## config.mk

```make
export PLATFORM = sky130hd
export DESIGN_NAME = cfg_window_bridge
export DESIGN_NICKNAME = d
export VERILOG_FILES = /design/src/rtl/cfg_window_bridge.sv
export SDC_FILE = /design/constraint.sdc
export NUM_CORES = 1
export LEC_CHECK = 0
export ABC_AREA = 1
export BUFFER_PORTS_ARGS = -buffer_cell sky130_fd_sc_hd__buf_4
export CAP_MARGIN = 20
export CORE_MARGIN = 1.5
export CORE_UTILIZATION = 40
export DETAILED_ROUTE_END_ITERATION = 8
export PLACE_DENSITY = 0.72
export SLEW_MARGIN = 20
export SYNTH_ARGS = -nofsm -noshare
export SYNTH_HDL_FRONTEND = slang
export SYNTH_SLANG_ARGS = --single-unit
```

## constraint.sdc

```tcl
create_clock -name clk -period 3.4 [get_ports clk]
set_input_delay 0.68 -clock clk [delete_from_list [all_inputs] [get_ports clk]]
set_output_delay 0.68 -clock clk [all_outputs]
set_load 0.02 [all_outputs]
```

## src/rtl/cfg_window_bridge.sv

```systemverilog
module cfg_window_bridge #(
  parameter int CFG_LIMIT = 256
) (
  input  logic        clk,
  input  logic        rst_n,
  input  logic        host_valid,
  output logic        host_ready,
  input  logic        host_write,
  input  logic        host_sel,
  input  logic [1:0]  host_offs,
  input  logic [1:0]  host_size,
  input  logic [31:0] host_wdata,
  output logic        rsp_valid,
  output logic [31:0] rsp_rdata,
  output logic        dev_req_valid,
  output logic        dev_req_write,
  output logic [7:0]  dev_req_bus,
  output logic [7:0]  dev_req_devfn,
  output logic [7:0]  dev_req_offs,
  output logic [3:0]  dev_req_be,
  output logic [31:0] dev_req_wdata,
  input  logic        dev_present,
  input  logic        dev_powered,
  input  logic        dev_hotadd,
  input  logic        dev_fn0_present,
  input  logic        dev_rsp_valid,
  input  logic [31:0] dev_rsp_rdata
);

  localparam logic [9:0] LIMIT_V = 10'(CFG_LIMIT);

  typedef enum logic [1:0] {S_IDLE, S_CHECK, S_ISSUE, S_WAIT} st_t;

  st_t         st_q;
  logic [31:0] latch_q, wdata_q, rsp_q;
  logic [23:0] eff_q;
  logic        wr_q, rsp_v_q;
  logic [2:0]  len_q, req_len, eff_len;
  logic [3:0]  be_q, be_n;
  logic [9:0]  rem;
  logic        acc, in_range, fn_gone, tgt_ok;
  logic [31:0] lane_mask;

  assign host_ready = (st_q == S_IDLE);
  assign acc        = host_valid && host_ready;

  always_comb begin
    case (host_size)
      2'd0:    req_len = 3'd1;
      2'd1:    req_len = 3'd2;
      default: req_len = 3'd4;
    endcase
  end

  assign rem      = LIMIT_V - {2'b00, eff_q[7:0]};
  assign in_range = {2'b00, eff_q[7:0]} < LIMIT_V;
  assign fn_gone  = dev_hotadd && (eff_q[10:8] != 3'd0) && !dev_fn0_present;
  assign tgt_ok   = dev_present && dev_powered && !fn_gone && in_range;
  assign eff_len  = (rem < {7'd0, len_q}) ? rem[2:0] : len_q;

  always_comb begin
    case (eff_len)
      3'd1:    be_n = 4'b0001;
      3'd2:    be_n = 4'b0011;
      3'd3:    be_n = 4'b0111;
      default: be_n = 4'b1111;
    endcase
  end

  assign lane_mask = {{8{be_q[3]}}, {8{be_q[2]}}, {8{be_q[1]}}, {8{be_q[0]}}};

  always_ff @(posedge clk) begin
    if (!rst_n) begin
      st_q    <= S_IDLE;
      latch_q <= '0;
      wdata_q <= '0;
      rsp_q   <= '0;
      eff_q   <= '0;
      wr_q    <= 1'b0;
      rsp_v_q <= 1'b0;
      len_q   <= '0;
      be_q    <= '0;
    end else begin
      rsp_v_q <= 1'b0;
      case (st_q)
        S_IDLE: begin
          if (acc) begin
            if (!host_sel) begin
              if (host_write) begin
                if (host_offs == 2'd0 && host_size[1]) latch_q <= host_wdata;
              end else begin
                rsp_v_q <= 1'b1;
                rsp_q   <= latch_q;
              end
            end else if (!latch_q[31]) begin
              if (!host_write) begin
                rsp_v_q <= 1'b1;
                rsp_q   <= '1;
              end
            end else begin
              eff_q   <= latch_q[23:0] | {22'd0, host_offs};
              wr_q    <= host_write;
              wdata_q <= host_wdata;
              len_q   <= req_len;
              st_q    <= S_CHECK;
            end
          end
        end
        S_CHECK: begin
          if (tgt_ok) begin
            be_q <= be_n;
            st_q <= S_ISSUE;
          end else begin
            if (!wr_q) begin
              rsp_v_q <= 1'b1;
              rsp_q   <= '1;
            end
            st_q <= S_IDLE;
          end
        end
        S_ISSUE: st_q <= wr_q ? S_IDLE : S_WAIT;
        S_WAIT: begin
          if (dev_rsp_valid) begin
            rsp_v_q <= 1'b1;
            rsp_q   <= dev_rsp_rdata & lane_mask;
            st_q    <= S_IDLE;
          end
        end
        default: st_q <= S_IDLE;
      endcase
    end
  end

  assign rsp_valid     = rsp_v_q;
  assign rsp_rdata     = rsp_q;
  assign dev_req_valid = (st_q == S_ISSUE);
  assign dev_req_write = wr_q;
  assign dev_req_bus   = eff_q[23:16];
  assign dev_req_devfn = eff_q[15:8];
  assign dev_req_offs  = eff_q[7:0];
  assign dev_req_be    = be_q;
  assign dev_req_wdata = wdata_q;

endmodule

```

==> results of run 1 <==
-- stage by stage --
| step | total power [mW] | instances | instance area [µm²] | hold WS (ps) | worst slack [ps] |
|---|---|---|---|---|---|
| after global placement | 1.98 | 1049 | 7020 | 450 | 1110 |
| after global routing | 3.89 | 1080 | 7600 | 474 | 975 |
| final | 3.76 | 1080 | 7600 | 460 | 1090 |
| after detailed placement | 1.98 | 1049 | 7020 | 453 | 1050 |
| after CTS | 3.79 | 1080 | 7600 | 462 | 1080 |
| after floorplan | 1.82 | 741 | 5670 | 449 | 1430 |
-- worst reg2reg max path: stages (launching register included) --
cell	delay, ps
dfxtp_1	500
buf_4	330
inv_4	70
nand2_4	90
nor2_4	50
nand2_2	320
buf_4	370
nor2_1	120
a22oi_1	170
nor2_1	50
-- power by group --
group	switching, mW	internal [mW]
combinational	0.195	0.154
sequential	0.0279	1.57
clock	0.657	1.16
-- registers in the layout, summed over array words and instances (netlist names) --
register and count:
dev_req_wdata 32, latch_q 32, rsp_rdata 32, eff_q 24, dev_req_be 4, len_q 3, st_q 2, dev_req_write 1
rsp_valid 1
-- logic make-up (layout without fill, tap and decap cells) --
family,Yosys count,after routing,share of synthesized area
xor+xnor,1,1,0.00155
buf+inv,83,242,0.0676
fa+ha+maj,3,3,0.00662
compound gates,172,172,0.173
flops,131,131,0.463
simple gates,351,351,0.288
-- per-layer routing --
metal	global-route usage	share of wire	vias to the layer above
li1	-	-	2749
met1	0.291	0.45	2550
met2	0.374	0.46	182
met3	0.0623	0.068	25
met4	0.0838	0.019	0
met5	0	0	-
-- final timing paths --
check,from,endpoint,slack [ps],cells past startpoint
max,st_q[1],dev_req_valid,1090,4
max reg2reg,st_q[1],len_q[1],1210,9
min,dev_req_wdata[0],dev_req_wdata[0],460,2
min reg2reg,dev_req_wdata[0],dev_req_wdata[0],460,2
-- synth_stat cells --
cell	instances	share of area
buf_2	5	0.0044
dfxtp_1	131	0.46
and3_4	1	0.0020
nor2_4	2	0.0040
nand3_1	86	0.076
buf_6	7	0.014
o21a_1	1	0.0013
buf_1	2	0.0013
a22oi_1	1	0.0013
nor4b_1	1	0.0015
nand3b_1	3	0.0040
nand2_1	113	0.075
nand4_1	2	0.0022
nand2_4	1	0.0020
xnor2_1	1	0.0015
inv_1	17	0.011
buf_4	2	0.0026
a31oi_1	3	0.0033
o21ai_0	33	0.029
nor2_1	82	0.054
a211oi_1	3	0.0040
nor2_2	28	0.031
nand4_2	1	0.0022
clkbuf_1	42	0.028
nor3_1	3	0.0026
nor3_2	1	0.0018
inv_2	6	0.0040
o21ai_2	28	0.043
a21oi_1	59	0.052
inv_4	2	0.0022
nand2_2	27	0.030
o21ai_1	44	0.039
ha_1	3	0.0066
-- final cells by class --
class / count / area, µm² / area share
Clock inverter: 12 / 139 / 0.0183
Multi-Input combinational cell: 527 / 2660 / 0.350
Timing Repair Buffer: 186 / 1410 / 0.185
Sequential cell: 131 / 2620 / 0.345
Tap cell: 180 / 225 / 0.0296
Inverter: 25 / 100 / 0.0132
Clock buffer: 19 / 443 / 0.0583
==> impl_metrics.tcl, run 1 <==
set metrics [dict create \
    hp-class "flip-flop to flip-flop" \
    avgRoutedWirePerCell_um 15.5 \
    dieArea_um2 14900 \
    slowest_stage "dfxtp_1" \
    crit_top_cell "buf_4" \
    dr.pass1.iters 5 \
    cp-end-kind "primary output" \
    gp_congestion 0.874 \
    cp_num_buf_inv 3 \
    synth_cell_types 33 \
    syn_avg_cell_area_um2 7.65 \
    timing.fmax_mhz 433 \
    finalSetupTns_ps 0 \
    syn-instance-count 741 \
    numCtsBuffers 17 \
    antenna_cells 0 \
    p_leak_nw 3.03 \
    core_um2 13900 \
    path_cells "buf_4 -> inv_4 -> nor2_2 -> buf_4" \
    wirelength_um 16700 \
    yosys_warnings 0 \
    row_count 43 \
    ctsHoldBuffers 0 \
    grt_pass1_vias 5253 \
    io_pins 174 \
    fillers 1341 \
    drv_slew 0 \
    vias_per_cell 5.10 \
    power_density_nw_per_um2 495 \
    final_cell_mix "buf_4, dfxtp_1, nand2_1, nand3_1, nor2_1" \
    fin_crit_sh 0.679 \
    cts_root_buf "clkbuf_16" \
    path_clk_slew_ps 50 \
    cpPeakStageDelay_ps 500 \
    final_common_cell "buf_4" \
    path_max_fanout 19 \
    ys_ff_latch 131 \
    synth_area_um2 5670 \
    post_cts_resized 0 \
    cp-start-kind "flip-flop" \
    min_period_ps 2310 \
    antenna_found_initial 0 \
    grt_max_degree 51 \
    clk_latency_ps 420 \
    nNetsFinal 969 \
    chipHeight_um 122 \
    cts_setup_buffers 0 \
    cts_tree "built" \
    critPathTopFamily "buffers and inverters" \
    maxCapViolations 0 \
    drive_gt1_frac 0.349 \
    tightest_slew_ps 1000 \
    setup_violations 0 \
    finalHoldViolCount 0 \
    dieWidth_um 122 \
    outcome "complete, no violations" \
    worstSetupPathType "flip-flop to primary output" \
    cts_buffer_depth 2 \
    port-buffer-count 173 \
    rsz0062_at_grt "no" \
    cts_max_level 4 \
    grt_use_total 0.229 \
    drt_iter0_drc 464 \
    yosysSeqAreaShare 0.463 \
    drc 0 \
    cp.required_ps 2720 \
    fin_util 0.548 \
    vias 5506 \
    grt_pass1_wl_um 26400 \
    ir_worst_vdd_mv 0.329 \
    overflow 0 \
    start_util 0.408 \
    antenna_left 0 \
    synth_nets 822 \
    area_delta_synth_final_pct 34.2 \
    cts_sinks 131 \
    dp_hpwl_um 11600 \
    fin_skew_ps 5.68 \
    cp.arrival_ps 1630 \
    slew_headroom 0.329 \
]
Power figures use the tool's default switching activity.
==> inputs of run 2 (changes only) <==
--- a/config.mk
+++ b/config.mk
@@ -11,7 +11,7 @@
 export CORE_MARGIN = 1.5
 export CORE_UTILIZATION = 40
 export DETAILED_ROUTE_END_ITERATION = 8
-export PLACE_DENSITY = 0.72
+export PLACE_DENSITY = 0.74
 export SLEW_MARGIN = 20
 export SYNTH_ARGS = -nofsm -noshare
 export SYNTH_HDL_FRONTEND = slang
==> constraint.sdc (replaced) <==
create_clock -name clk -period 2 [get_ports clk]
set_input_delay 0.4 -clock clk [delete_from_list [all_inputs] [get_ports clk]]
set_output_delay 0.4 -clock clk [all_outputs]
set_load 0.02 [all_outputs]
==> impl_metrics.tcl, run 2 (synthesized netlist as in run 1, its figures left out) <==
set metrics [dict create \
    outcome "complete, no violations" \
    tightest_slew_ps 485 \
    dr.pass1.iters 5 \
    start_util 0.408 \
    numCtsBuffers 17 \
    clk_latency_ps 410 \
    rrSetupSlack_ps 130 \
    final_cell_mix "buf_4, dfxtp_1, nand2_1, nand3_1, nor2_1" \
    gp_congestion 0.861 \
    overflow 0 \
    post_cts_resized 0 \
    dieArea_um2 14900 \
    setup_violations 0 \
    io_pins 174 \
    power_density_nw_per_um2 799 \
    min_to "latch_q[7]" \
    grt_pass1_wl_um 25800 \
    cp.arrival_ps 2160 \
    dieWidth_um 122 \
    maxCapViolations 0 \
    drv_slew 0 \
    cts_tree "built" \
    fillers 1341 \
    drive_gt1_frac 0.363 \
    stdcell_area_um2 7740 \
    antenna_left 0 \
    cp.required_ps 2290 \
    dp_hpwl_um 11500 \
    drc 0 \
    hp-class "primary input to flip-flop" \
    reg2reg_depth 14 \
    hold_start "host_wdata[7]" \
    fin_crit_sh 0.937 \
    layoutNonFillerInstCount 1089 \
    cts_buffer_depth 2 \
    chipHeight_um 122 \
    cts_root_buf "clkbuf_16" \
    fin_skew_ps 10.5 \
    min_period_ps 1870 \
    final_common_cell "buf_4" \
    post-place-ws_ps 55.1 \
    place_area_um2 7160 \
    rsz0062_at_grt "yes" \
    path_max_fanout 4 \
    cts_sinks 131 \
    grt_max_degree 55 \
    cts_setup_buffers 0 \
    worstSetupPathType "flip-flop to flip-flop" \
    path_clk_slew_ps 60 \
    reg2reg_to "dev_req_be[2]" \
    grt_use_total 0.224 \
    holdWs_ps 230 \
    wirelength_um 16400 \
    ir_worst_vdd_mv 0.532 \
    placed_cells 1059 \
    final.setup.worst_slack_ps 126 \
    finalHoldViolCount 0 \
    cp-end-kind "flip-flop" \
    area_delta_synth_final_pct 36.6 \
    port-buffer-count 173 \
    antenna_cells 0 \
    grt_pass1_vias 5127 \
    core_um2 13900 \
    p_leak_nw 3.07 \
    min_path_cells 3 \
    antenna_found_initial 0 \
    power.total_mw 6.19 \
    drt_iter0_drc 259 \
    nNetsFinal 979 \
    cp-start-kind "flip-flop" \
    r2r-start "eff_q[1]" \
    seqCellArea_um2 2630 \
    timing.fmax_mhz 534 \
    multi_input_area_um2 2700 \
    cts_max_level 4 \
    ctsHoldBuffers 0 \
    vias 5479 \
    avgRoutedWirePerCell_um 15.1 \
    vias_per_cell 5.03 \
    slew_headroom 0.676 \
    row_count 43 \
]
run 2: worst max path at each step:
stage	depth (start not counted)	startpoint	endpoint	slack [ps]
floorplan	14	eff_q[0]	dev_req_be[2]	30
finish	14	eff_q[1]	dev_req_be[2]	130
global route	13	eff_q[1]	dev_req_be[3]	-40
CTS	14	eff_q[1]	dev_req_be[2]	40
global placement	14	eff_q[1]	dev_req_be[2]	140
detailed placement	14	eff_q[1]	dev_req_be[2]	60
run 2: layout make-up:
type | instances | share of cell area
sequential | 131 | 0.339
tap | 180 | 0.0291
timing repair buffer | 196 | 0.200
multi-input combinational | 527 | 0.349
clock inverter | 9 | 0.0108
inverter | 25 | 0.0129
clock buffer | 21 | 0.0595
run 2: stage by stage:
stage	setup TNS (ps)	utilization
6_report	0	0.558
5_1_grt	-68.3	0.558
4_1_cts	0	0.555
3_5_place_dp	0	0.516
3_3_place_gp	0	0.516
2_1_floorplan	0	-
run 2: per-layer routing:
metal / GRT usage / vias up / share of wire
li1: - / 2774 / -
met2: 0.355 / 168 / 0.46
met5: 0 / - / 0
met4: 0.0956 / 0 / 0.025
met3: 0.0548 / 33 / 0.068
met1: 0.291 / 2504 / 0.45
run 2: critical path, cell delays in order (launching register included):
cell	delay, ps
dfxtp_2	340
inv_1	60
ha_2	190
xnor2_2	150
ha_1	190
nor2_1	100
nand2_1	100
nor2_4	140
nand3_4	100
nand2_1	80
nand2_2	60
nand2_1	50
nand2_1	50
nand2_1	80
a21oi_1	60
run 2: power by group:
part	total, mW	leakage, nW	internal [mW]	switching (mW)
Combinational	0.613	1.75	0.275	0.338
Sequential	2.72	1.06	2.67	0.0448
Clock	2.86	0.257	1.75	1.10
Total	6.19	3.07	4.70	1.49
